$ cat src/rtl/mtimer_pkg.sv
// Package: shared mode encoding and count-source codes for the timer channel.
// Assumes: the 2-bit mode field and the 2-bit source field are decoded only here.
package mtimer_pkg;

    typedef enum logic [1:0] {
        MODE_TIMER = 2'b00,
        MODE_EVENT = 2'b01,
        MODE_MEAS  = 2'b10,
        MODE_RSVD  = 2'b11
    } tmr_mode_e;

    localparam logic [1:0] SRC_BASE = 2'b00;
    localparam logic [1:0] SRC_DIV8 = 2'b01;
    localparam logic [1:0] SRC_DIV32 = 2'b10;
    localparam logic [1:0] SRC_SUB = 2'b11;

endpackage

$ cat src/rtl/mtimer_prescaler.sv
// Module: mtimer_prescaler
// Derives one-cycle count enables from the system clock and the sub-clock tick.
// Assumes: all divide ratios are powers of two; presc_rst_i clears every divider.
module mtimer_prescaler #(
    parameter int DIV_MID  = 8,
    parameter int DIV_SLOW = 4,
    parameter int DIV_SUB  = 32
) (
    input  logic clk,
    input  logic rst_n,
    input  logic presc_rst_i,
    input  logic pclk_full_i,
    input  logic sub_clk_en_i,
    output logic en_base_o,
    output logic en_mid_o,
    output logic en_slow_o,
    output logic en_sub_o
);

    localparam int MID_W  = (DIV_MID  > 2) ? $clog2(DIV_MID)  : 1;
    localparam int SLOW_W = (DIV_SLOW > 2) ? $clog2(DIV_SLOW) : 1;
    localparam int SUB_W  = (DIV_SUB  > 2) ? $clog2(DIV_SUB)  : 1;
    localparam logic [MID_W-1:0]  MID_LAST  = MID_W'(DIV_MID - 1);
    localparam logic [SLOW_W-1:0] SLOW_LAST = SLOW_W'(DIV_SLOW - 1);
    localparam logic [SUB_W-1:0]  SUB_LAST  = SUB_W'(DIV_SUB - 1);

    logic [MID_W-1:0]  mid_q;
    logic [SLOW_W-1:0] slow_q;
    logic [SUB_W-1:0]  sub_q;

    // Decode the enables from the divider states.
    always_comb begin
        en_base_o = pclk_full_i | mid_q[0];
        en_mid_o  = (mid_q == MID_LAST);
        en_slow_o = en_mid_o && (slow_q == SLOW_LAST);
        en_sub_o  = sub_clk_en_i && (sub_q == SUB_LAST);
    end

    // Advance the dividers, or restart them all together.
    always_ff @(posedge clk) begin
        if (!rst_n || presc_rst_i) begin
            mid_q  <= '0;
            slow_q <= '0;
            sub_q  <= '0;
        end else begin
            mid_q <= mid_q + 1'b1;
            if (en_mid_o) begin
                slow_q <= slow_q + 1'b1;
            end
            if (sub_clk_en_i) begin
                sub_q <= sub_q + 1'b1;
            end
        end
    end

    AST_PRESC_HOLD: assert property (@(posedge clk) disable iff (!rst_n)
        presc_rst_i |=> (!en_mid_o && !en_slow_o && !en_sub_o));

endmodule

$ cat src/rtl/mtimer_filter.sv
// Module: mtimer_filter
// Synchronises the pin and accepts a new level only after FILT_LEN equal samples.
// Assumes: en_i is a one-cycle sample enable; rise_o/fall_o are one-cycle pulses.
module mtimer_filter #(
    parameter int SYNC_STAGES = 2,
    parameter int FILT_LEN    = 3
) (
    input  logic clk,
    input  logic rst_n,
    input  logic en_i,
    input  logic pin_i,
    output logic level_o,
    output logic rise_o,
    output logic fall_o
);

    logic [SYNC_STAGES-1:0] sync_q;
    logic [FILT_LEN-1:0]    hist_q;
    logic [FILT_LEN-1:0]    hist_nx;
    logic                   all_hi;
    logic                   all_lo;

    // Bring the asynchronous pin into the clock domain.
    always_ff @(posedge clk) begin
        if (!rst_n) begin
            sync_q <= '0;
        end else begin
            sync_q <= {sync_q[SYNC_STAGES-2:0], pin_i};
        end
    end

    // Form the sample history that the next enable would store.
    always_comb begin
        hist_nx = {hist_q[FILT_LEN-2:0], sync_q[SYNC_STAGES-1]};
        all_hi  = &hist_nx;
        all_lo  = ~|hist_nx;
    end

    // Shift in a sample per enable and switch level on a full agreeing run.
    always_ff @(posedge clk) begin
        if (!rst_n) begin
            hist_q  <= '0;
            level_o <= 1'b0;
            rise_o  <= 1'b0;
            fall_o  <= 1'b0;
        end else begin
            rise_o <= 1'b0;
            fall_o <= 1'b0;
            if (en_i) begin
                hist_q <= hist_nx;
                if (all_hi && !level_o) begin
                    level_o <= 1'b1;
                    rise_o  <= 1'b1;
                end else if (all_lo && level_o) begin
                    level_o <= 1'b0;
                    fall_o  <= 1'b1;
                end
            end
        end
    end

    AST_FILT_ON_SAMPLE: assert property (@(posedge clk) disable iff (!rst_n)
        !$stable(level_o) |-> $past(en_i));
    AST_FILT_EDGE_EXCL: assert property (@(posedge clk) disable iff (!rst_n)
        !(rise_o && fall_o));

endmodule

$ cat src/rtl/mtimer_counter.sv
// Module: mtimer_counter
// Holds the counter, reload and capture registers and applies the mode behaviour.
// Assumes: tick_i, rise_i and fall_i are one-cycle pulses already chosen by the top.
module mtimer_counter
    import mtimer_pkg::*;
#(
    parameter int CNT_W = 16
) (
    input  logic             clk,
    input  logic             rst_n,
    input  tmr_mode_e        mode_i,
    input  logic             start_i,
    input  logic             width_sel_i,
    input  logic             tick_i,
    input  logic             rise_i,
    input  logic             fall_i,
    input  logic [CNT_W-1:0] reload_val_i,
    input  logic             reload_wr_i,
    input  logic             mode_wr_i,
    output logic [CNT_W-1:0] count_o,
    output logic [CNT_W-1:0] capture_o,
    output logic             ovf_o,
    output logic             irq_o,
    output logic             uf_o
);

    localparam logic [CNT_W-1:0] CNT_MAX = '1;

    logic [CNT_W-1:0] reload_q;
    logic             cap_edge;
    logic             clr_edge;

    // Pick the edge that ends a measurement and the one that only starts it.
    always_comb begin
        cap_edge = width_sel_i ? fall_i : rise_i;
        clr_edge = width_sel_i & rise_i;
    end

    // Update count, reload, capture and the status outputs.
    always_ff @(posedge clk) begin
        if (!rst_n) begin
            reload_q  <= '0;
            count_o   <= '0;
            capture_o <= '0;
            ovf_o     <= 1'b0;
            irq_o     <= 1'b0;
            uf_o      <= 1'b0;
        end else begin
            irq_o <= 1'b0;
            uf_o  <= 1'b0;
            if (mode_wr_i) begin
                ovf_o <= 1'b0;
            end
            if (reload_wr_i) begin
                reload_q <= reload_val_i;
                if (!start_i) begin
                    count_o <= reload_val_i;
                end
            end
            if (start_i) begin
                unique case (mode_i)
                    MODE_TIMER, MODE_EVENT: begin
                        if (tick_i) begin
                            if (count_o == '0) begin
                                count_o <= reload_q;
                                irq_o   <= 1'b1;
                                uf_o    <= 1'b1;
                            end else begin
                                count_o <= count_o - 1'b1;
                            end
                        end
                    end
                    MODE_MEAS: begin
                        if (cap_edge) begin
                            capture_o <= count_o;
                            count_o   <= '0;
                            irq_o     <= 1'b1;
                        end else if (clr_edge) begin
                            count_o <= '0;
                        end else if (tick_i) begin
                            count_o <= count_o + 1'b1;
                            if (count_o == CNT_MAX) begin
                                ovf_o <= 1'b1;
                                uf_o  <= 1'b1;
                            end
                        end
                    end
                    default: begin
                    end
                endcase
            end
        end
    end

    AST_STOP_HOLDS: assert property (@(posedge clk) disable iff (!rst_n)
        (!start_i && !reload_wr_i) |=> $stable(count_o));
    AST_OVF_STICKY: assert property (@(posedge clk) disable iff (!rst_n)
        (ovf_o && !mode_wr_i) |=> ovf_o);
    AST_CAP_MEAS_ONLY: assert property (@(posedge clk) disable iff (!rst_n)
        (mode_i != MODE_MEAS) |=> $stable(capture_o));
    AST_RSVD_QUIET: assert property (@(posedge clk) disable iff (!rst_n)
        (mode_i == MODE_RSVD) |=> !irq_o);

endmodule

$ cat src/rtl/mtimer_chan.sv
// Module: mtimer_chan
// Timer channel top: prescaler, pin filter, source selection and counter.
// Assumes: configuration ports are static between the write strobes.
module mtimer_chan
    import mtimer_pkg::*;
#(
    parameter int CNT_W       = 16,
    parameter int DIV_MID     = 8,
    parameter int DIV_SLOW    = 4,
    parameter int DIV_SUB     = 32,
    parameter int SYNC_STAGES = 2,
    parameter int FILT_LEN    = 3
) (
    input  logic             clk,
    input  logic             rst_n,
    input  logic             start_i,
    input  logic [1:0]       mode_i,
    input  logic [1:0]       clk_sel_i,
    input  logic             pclk_full_i,
    input  logic             width_sel_i,
    input  logic [CNT_W-1:0] reload_val_i,
    input  logic             reload_wr_i,
    input  logic             mode_wr_i,
    input  logic             presc_rst_i,
    input  logic             sub_clk_en_i,
    input  logic             ext_pin_i,
    input  logic             chain_i,
    output logic [CNT_W-1:0] count_o,
    output logic [CNT_W-1:0] capture_o,
    output logic             ovf_o,
    output logic             irq_o,
    output logic             uf_o
);

    tmr_mode_e mode;
    logic      en_base;
    logic      en_mid;
    logic      en_slow;
    logic      en_sub;
    logic      sel_en;
    logic      filt_en;
    logic      filt_level;
    logic      filt_rise;
    logic      filt_fall;
    logic      tick;

    // Map the raw mode field onto the shared encoding.
    always_comb begin
        mode = tmr_mode_e'(mode_i);
    end

    mtimer_prescaler #(
        .DIV_MID  (DIV_MID),
        .DIV_SLOW (DIV_SLOW),
        .DIV_SUB  (DIV_SUB)
    ) i_prescaler (
        .clk          (clk),
        .rst_n        (rst_n),
        .presc_rst_i  (presc_rst_i),
        .pclk_full_i  (pclk_full_i),
        .sub_clk_en_i (sub_clk_en_i),
        .en_base_o    (en_base),
        .en_mid_o     (en_mid),
        .en_slow_o    (en_slow),
        .en_sub_o     (en_sub)
    );

    // Choose the internal enable named by the source field.
    always_comb begin
        unique case (clk_sel_i)
            SRC_BASE:  sel_en = en_base;
            SRC_DIV8:  sel_en = en_mid;
            SRC_DIV32: sel_en = en_slow;
            default:   sel_en = en_sub;
        endcase
    end

    // Sample the pin on the base enable in event mode, else on the chosen enable.
    always_comb begin
        filt_en = (mode == MODE_EVENT) ? en_base : sel_en;
    end

    mtimer_filter #(
        .SYNC_STAGES (SYNC_STAGES),
        .FILT_LEN    (FILT_LEN)
    ) i_filter (
        .clk     (clk),
        .rst_n   (rst_n),
        .en_i    (filt_en),
        .pin_i   (ext_pin_i),
        .level_o (filt_level),
        .rise_o  (filt_rise),
        .fall_o  (filt_fall)
    );

    // Route the count tick for the active mode.
    always_comb begin
        unique case (mode)
            MODE_TIMER, MODE_MEAS: tick = sel_en;
            MODE_EVENT:            tick = clk_sel_i[1] ? chain_i : filt_rise;
            default:               tick = 1'b0;
        endcase
    end

    mtimer_counter #(
        .CNT_W (CNT_W)
    ) i_counter (
        .clk          (clk),
        .rst_n        (rst_n),
        .mode_i       (mode),
        .start_i      (start_i),
        .width_sel_i  (width_sel_i),
        .tick_i       (tick),
        .rise_i       (filt_rise),
        .fall_i       (filt_fall),
        .reload_val_i (reload_val_i),
        .reload_wr_i  (reload_wr_i),
        .mode_wr_i    (mode_wr_i),
        .count_o      (count_o),
        .capture_o    (capture_o),
        .ovf_o        (ovf_o),
        .irq_o        (irq_o),
        .uf_o         (uf_o)
    );

    AST_IRQ_FROM_SOURCE: assert property (@(posedge clk) disable iff (!rst_n)
        irq_o |-> $past(start_i && (tick || filt_rise || filt_fall)));
    AST_FILT_TRACKS: assert property (@(posedge clk) disable iff (!rst_n)
        filt_rise |-> filt_level);

endmodule

$ cat config.mk
export PLATFORM = sky130hd
export DESIGN_NAME = mtimer_chan
export DESIGN_NICKNAME = d
export VERILOG_FILES = /design/src/rtl/mtimer_pkg.sv /design/src/rtl/mtimer_prescaler.sv /design/src/rtl/mtimer_filter.sv /design/src/rtl/mtimer_counter.sv /design/src/rtl/mtimer_chan.sv
export SDC_FILE = /design/constraint.sdc
export NUM_CORES = 1
export LEC_CHECK = 0
export ABC_CLOCK_PERIOD_IN_PS = 4500
export BUFFER_PORTS_ARGS = -buffer_cell sky130_fd_sc_hd__buf_4
export CAP_MARGIN = 20
export CORE_MARGIN = 5
export CORE_UTILIZATION = 35
export DETAILED_ROUTE_END_ITERATION = 8
export PLACE_DENSITY = 0.62
export SLEW_MARGIN = 20
export SYNTH_ARGS = -nofsm -noshare
export SYNTH_HDL_FRONTEND = slang
export SYNTH_HIERARCHICAL = 1
export SYNTH_SLANG_ARGS = --single-unit
$ cat constraint.sdc
create_clock -name clk -period 4.5 [get_ports clk]
set_clock_uncertainty 0.15 [all_clocks]
set_input_delay 0.45 -clock clk [delete_from_list [all_inputs] [get_ports clk]]
set_output_delay 0.45 -clock clk [all_outputs]
set_load 0.005 [all_outputs]
==> impl_metrics.yaml, run 1 <==
global_routing:
  grt_max_degree: 57
  grt_usage: 0.159
  antenna_found_initial: 0
  grt_pass1_wl_mm: 16.4
  grt_remaining_overflow: 0
  grt_pass1_vias: 3240
worst_setup_path:
  end_kind: "flop"
  reg2reg_to: "i_counter/count_o[5]"
  worstPathMaxFanout: 11
  reg2regPathDepth: 9
  path_class: "reg2reg"
  timing.rr.start: "i_counter/count_o[0]"
  critPathLaunchType: "flop"
  critPathArrivalTime_ps: 3350
  required_ps: 4580
  reg2reg_slack_ps: 1230
run:
  drv_cap: 0
clock_tree:
  cts-buffers-inserted: 9
  htree_levels: 3
  cts_buffer_depth: 2
  cts.sinks: 68
  post_cts_resized: 0
  insertion_delay_ps: 350
  clk_pin_slew_ps: 60
  hold_buffers: 0
  cts_setup_buffers: 0
  cts_root_buf: "clkbuf_8"
  cts_tree: "done"
cells_and_area:
  regArea_um2: 1360
  final_core_utilization: 0.422
  nFillCells: 1108
  drive_gt1_frac: 0.190
  nets: 534
  area_growth_pct: 19.0
  postLayoutCellArea_um2: 4530
  diodes: 0
  multi_input_area_um2: 2270
logic_synthesis:
  synth_compound_gate_area_share: 0.135
  syn-num-nets: 483
  postSynthAreaPerCell_um2: 8.58
  synth_mux_area_frac: 0.131
  async_flop_share: 0
  ys.flop_type: "dfxtp_1"
  synth-simple-area-share: 0.251
  synth_cell_types: 59
  yosys.area.top_type: "dfxtp_1"
  yosys.area.top_type_share: 0.357
  syn_inst: 444
  synth.area.top_cells: "dfxtp_1, mux2i_1, nor2b_1, nand2_1, nor2_1"
  ys_seq_area_frac: 0.357
  synth_area_um2: 3810
  synth-seq-cells: 68
  synthAdderAreaFrac: 0.0263
  synthXorXnorAreaFrac: 0.0506
  synth_top_family_by_area: "simple AND/OR/NAND/NOR gates"
  synth-warning-count: 6
  synth_edf_count: 0
floorplanning:
  die_w_um: 114
  io_pins: 66
  die_y_um: 114
  rows: 38
  die-area_um2: 13100
  fp.coreArea_um2: 10700
  start_util: 0.355
power:
  swShare: 0.295
  peakVddDrop_mv: 0.114
  powerDensity_nw_per_um2: 306
  p_comb_frac: 0.209
  p_total_mw: 1.39
  intPower_mw: 0.977
  switchingPower_mw: 0.410
  clock_power_share: 0.316
  p_leak_nw: 1.87
  seqPwrFrac: 0.474
timing:
  final_hold_viol_count: 0
  hold-worst-slack_ps: 152
  setup_viol: 0
  slew_headroom: 0.481
  period_needed_ps: 3270
  grt_setup_unrepaired: "no"
  finalCritPeriodShare: 0.726
  tightestPinTransition_ps: 770
  fmax_ghz: 0.306
  final_max_slew_viol_count: 0
  tns_ps: 0
status:
  status: "complete, no violations"
worst_hold_path:
  hold_start: "mode_wr_i"
  hold_end: "i_counter/ovf_o"
  hp-class: "in2reg"
  hold_depth: 2
drt:
  dr.pass1.iters: 4
  drc: 0
  ant_nets: 0
  routed_wl_mm: 10.4
  via_per_inst: 5.38
  drtIter0Drc: 237
  dr_total_vias: 3438
  avgRoutedWirePerCell_um: 16.3
placed_design:
  hpwl_mm: 7.57
  portBuffers: 65
  placed_area_um2: 4360
  gp_congestion: 0.872
Yosys cell counts (all sizes together) (3+ instances only):
| library cell | number |
|---|---|
| and3 | 3 |
| clkbuf | 19 |
| and2 | 5 |
| nor2b | 36 |
| a21oi | 21 |
| nand3 | 17 |
| mux2i | 45 |
| nor4 | 5 |
| o21ai | 18 |
| o22ai | 4 |
| inv | 7 |
| xnor2 | 11 |
| nand4 | 8 |
| nor3 | 9 |
| or3 | 3 |
| a211oi | 3 |
| xor2 | 11 |
| nand2 | 42 |
| o221ai | 4 |
| ha | 8 |
| nand3b | 3 |
| buf | 11 |
| o32a | 3 |
| or4 | 3 |
| nor2 | 32 |
| a31oi | 6 |
| o2bb2ai | 4 |
| dfxtp | 68 |
| nand2b | 5 |
through the flow:
| stage | setup WS (ps) | instances |
|---|---|---|
| finish | 1230 | 639 |
| floorplan | 1770 | 444 |
| global route | 1090 | 639 |
| CTS | 1270 | 639 |
| global placement | 1290 | 624 |
| detailed placement | 1270 | 624 |
power groups by stage:
stage / Sequential (mW) / Combinational (mW) / Clock (mW)
2_1_floorplan: 0.649 / 0.220 / 0
3_3_place_gp: 0.671 / 0.283 / 0
3_5_place_dp: 0.671 / 0.287 / 0
4_1_cts: 0.657 / 0.288 / 0.457
5_1_grt: 0.661 / 0.318 / 0.485
6_report: 0.658 / 0.290 / 0.439
state kept, by name (all words and copies together) (netlist names), 2 cells and up:
signal / flops
i_counter/capture_o: 16
i_counter/count_o: 16
i_counter/reload_q: 16
i_filter/hist_q: 2
i_filter/sync_q: 2
i_prescaler/mid_q: 3
i_prescaler/slow_q: 2
i_prescaler/sub_q: 5
how the worst max path moves through the flow:
stage                               startpoint              endpoint  slack, ps  cells after the start
after floorplan           i_counter/count_o[0]  i_counter/count_o[5]       1770                     11
after global placement               mode_i[1]  i_counter/count_o[5]       1290                      7
after detailed placement             mode_i[1]  i_counter/count_o[5]       1270                      7
after CTS                 i_counter/count_o[0]  i_counter/count_o[5]       1270                      9
after global routing      i_counter/count_o[0]  i_counter/count_o[5]       1090                      9
final                     i_counter/count_o[0]  i_counter/count_o[5]       1230                      9
cells in the final DEF, fill, tap and decap left out, drive strengths merged, types with 4 or more instances in the layout:
master / synthesis / routed
nand4: 8 / 8
nand2b: 5 / 5
a21oi: 21 / 21
nor4: 5 / 5
clkbuf: 19 / 13
o22ai: 4 / 4
nor2: 32 / 32
a31oi: 6 / 6
mux2i: 45 / 45
inv: 7 / 7
nand2: 42 / 42
dfxtp: 68 / 68
xor2: 11 / 11
o221ai: 4 / 4
ha: 8 / 8
o21ai: 18 / 18
nor3: 9 / 9
nand3: 17 / 17
and2: 5 / 5
o2bb2ai: 4 / 4
xnor2: 11 / 11
nor2b: 36 / 36
buf: 11 / 70
metal layers:
metal,global-route usage,wire length [um],vias up
li1,-,-,1683
met1,0.203,4670,1609
met2,0.254,4790,127
met3,0.0449,716,19
met4,0.0649,229,0
met5,0,0,-
cell type report:
type                            instances  area share
Timing Repair Buffer                   70       0.116
Sequential cell                        68       0.300
Clock inverter                          2     0.00221
Tap cell                              140      0.0386
Multi-Input combinational cell        338       0.501
Inverter                                8     0.00662
Clock buffer                           13      0.0351
kinds of logic after synthesis:
| group | count (synthesis) |
|---|---|
| XOR/XNOR | 22 |
| flip-flops | 68 |
| buffers and inverters | 38 |
| AND/OR/NAND/NOR | 182 |
| AO/OA/AOI/OAI | 78 |
| multiplexers | 48 |
| adder cells (fa/ha/maj) | 8 |
critical path, cell delays in order, from the launching register on:
cell	delay, ps
dfxtp_1	430
inv_1	170
ha_1	160
or3b_2	440
or3_1	450
or2_0	480
buf_4	290
o221ai_2	150
a21oi_1	50
or3_1	380
Power figures use the tool's default switching activity.
==> run 2: changes to the inputs <==
--- a/config.mk
+++ b/config.mk
@@ -5,7 +5,8 @@
 export SDC_FILE = /design/constraint.sdc
 export NUM_CORES = 1
 export LEC_CHECK = 0
-export ABC_CLOCK_PERIOD_IN_PS = 4500
+export ABC_AREA = 1
+export ABC_CLOCK_PERIOD_IN_PS = 3260
 export BUFFER_PORTS_ARGS = -buffer_cell sky130_fd_sc_hd__buf_4
 export CAP_MARGIN = 20
 export CORE_MARGIN = 5
==> constraint.sdc (replaced) <==
create_clock -name clk -period 3.26 [get_ports clk]
set_clock_uncertainty 0.15 [all_clocks]
set_input_delay 0.326 -clock clk [delete_from_list [all_inputs] [get_ports clk]]
set_output_delay 0.326 -clock clk [all_outputs]
set_load 0.005 [all_outputs]
==> impl_metrics.yaml, run 2 <==
drt:
  avgRoutedWirePerCell_um: 15.1
  ant_nets: 0
  drtIter0Drc: 296
  dr.pass1.iters: 5
  via_per_inst: 5.03
  routed_wl_mm: 13.2
  dr_total_vias: 4400
  drc: 0
timing:
  slew_headroom: 0.683
  final_hold_viol_count: 0
  tns_ps: 0
  finalCritPeriodShare: 0.746
  tightestPinTransition_ps: 471
  grt_setup_unrepaired: "no"
  fin_ws_ps: 827
  final_max_slew_viol_count: 0
  setup_viol: 0
  period_needed_ps: 2430
  fmax_ghz: 0.411
cells_and_area:
  nFillCells: 1293
  final_cells: 875
  diodes: 0
  final_common_cell: "nand2_1"
  reg_top3: "i_counter/capture_o (16), i_counter/count_o (16), i_counter/reload_q (16)"
  drive_gt1_frac: 0.176
  area_growth_pct: 18.2
  layout_common_cells: "nand2_1, inv_1, dfxtp_1, buf_4, nor2_1"
  nets: 762
  postLayoutCellArea_um2: 5070
clock_tree:
  cts_setup_buffers: 0
  htree_levels: 3
  cts.sinks: 68
  post_cts_resized: 0
  hold_buffers: 0
  cts_buffer_depth: 2
  cts-buffers-inserted: 9
  cts_root_buf: "clkbuf_16"
  cts_tree: "done"
  insertion_delay_ps: 340
  clk_pin_slew_ps: 60
placed_design:
  gp_congestion: 0.900
  portBuffers: 65
  placed_area_um2: 4800
  dp_cells: 859
  dpl_worst_slack_ps: 845
  hpwl_mm: 10.1
worst_setup_path:
  crit_top_cell: "nand2_1"
  end_kind: "flop"
  critPathSlowestCell: "dfxtp_1"
  critPathArrivalTime_ps: 2490
  worst_path_largest_cell_delay_ps: 410
  required_ps: 3320
  timing.rr.start: "i_prescaler/sub_q[0]"
  path_class: "reg2reg"
  critPathLaunchType: "flop"
  cp-startpoint: "i_prescaler/sub_q[0]"
  path_cells: "ha_1 > and3_1 > ha_1 > nand2_1 > inv_1 > nand2_1 > nand3_1 > nand3_1 > nand2_1 > buf_4 > a21oi_1 > o311ai_0 > nand2_1"
  worstPathMaxFanout: 28
global_routing:
  grt_pass1_vias: 4203
  grt_remaining_overflow: 0
  grt_pass1_wl_mm: 21.3
  grt_max_degree: 47
  antenna_found_initial: 0
  grt_usage: 0.186
logic_synthesis:
  postSynthAreaPerCell_um2: 6.40
  ys.flop_type: "dfxtp_1"
  synth-seq-cells: 68
  synth_area_um2: 4290
  ys_seq_area_frac: 0.317
  synth.most_common_cell: "nand2_1"
  synth_cell_types: 39
  yosys.area.top_type: "dfxtp_1"
  yosys.area.top_type_share: 0.317
  synth.area.top_cells: "dfxtp_1, nand2_1, o21ai_0, inv_1, nand3_1"
  synth-warning-count: 6
  syn-num-nets: 710
  syn_inst: 671
  synth_common_cells: "nand2_1, inv_1, dfxtp_1"
  synth_edf_count: 0
  async_flop_share: 0
power:
  p_leak_nw: 2.47
  powerDensity_nw_per_um2: 468
  peakVddDrop_mv: 0.294
floorplanning:
  start_util: 0.357
  die_w_um: 121
  rows: 40
  io_pins: 66
  die_y_um: 121
  fp.coreArea_um2: 12000
  die-area_um2: 14600
run:
  drv_cap: 0
worst_hold_path:
  hold_start: "ext_pin_i"
  hp-class: "in2reg"
status:
  status: "complete, no violations"
run 2: cell types whose count changed after synthesis, moves of 13 or more:
cell	change
mux2i_1	-45
a21oi_1	+18
inv_1	+63
nand3_1	+32
o21ai_0	+36
nor2_1	+32
nand2_1	+156
clkbuf_1	-13
nor2b_1	-36
run 2: logic make-up (layout without fill, tap and decap cells):
logic type / count (synthesis) / after routing / share of synthesized area
buf+inv: 104 / 161 / 0.112
compound gates: 118 / 118 / 0.147
fa+ha+maj: 8 / 8 / 0.0233
flops: 68 / 68 / 0.317
simple gates: 366 / 366 / 0.386
xor+xnor: 7 / 7 / 0.0143
run 2: routing by layer:
layer  vias to the layer above  routed length [um]  track usage
met5                         -                   0            0
met4                         0                 285       0.0701
met3                        23                 583       0.0388
met2                       105                6540        0.324
met1                      2024                5820        0.224
li1                       2248                   -            -
run 2: final cells by class:
class / instances / area, um2 / share of cell area
Tap cell: 147 / 184 / 0.0363
Clock buffer: 12 / 246 / 0.0486
Sequential cell: 68 / 1360 / 0.268
Clock inverter: 4 / 25.0 / 0.00493
Inverter: 77 / 294 / 0.0580
Multi-Input combinational cell: 499 / 2450 / 0.483
Timing Repair Buffer: 68 / 510 / 0.101
run 2: critical path, delay by kind of cell (launching register included):
family          cells  cell delay, ps
buf+inv             2             340
flops               1             410
compound gates      2             470
fa+ha+maj           2             360
simple gates        7             580
run 2: worst paths after layout:
check	endpoint	slack (ps)	cells past startpoint
worst max-delay path	i_counter/count_o[4]	830	13
worst min-delay path	i_filter/sync_q[0]	20	3
worst max register to register	i_counter/count_o[4]	830	13
worst min register to register	i_filter/sync_q[1]	270	2
run 2: power by group:
part           switching, mW  leakage (nW)  internal, mW
Combinational          0.359          1.78         0.196
Clock                  0.362         0.129         0.533
Sequential            0.0584         0.555         0.866
run 2: stage by stage:
stage	hold WS, ps	power (mW)	util
after floorplan	240	1.32	-
after global placement	247	1.49	0.400
after detailed placement	266	1.49	0.400
after CTS	10.2	2.40	0.422
after global routing	31.2	2.51	0.422
final	23.0	2.37	0.422
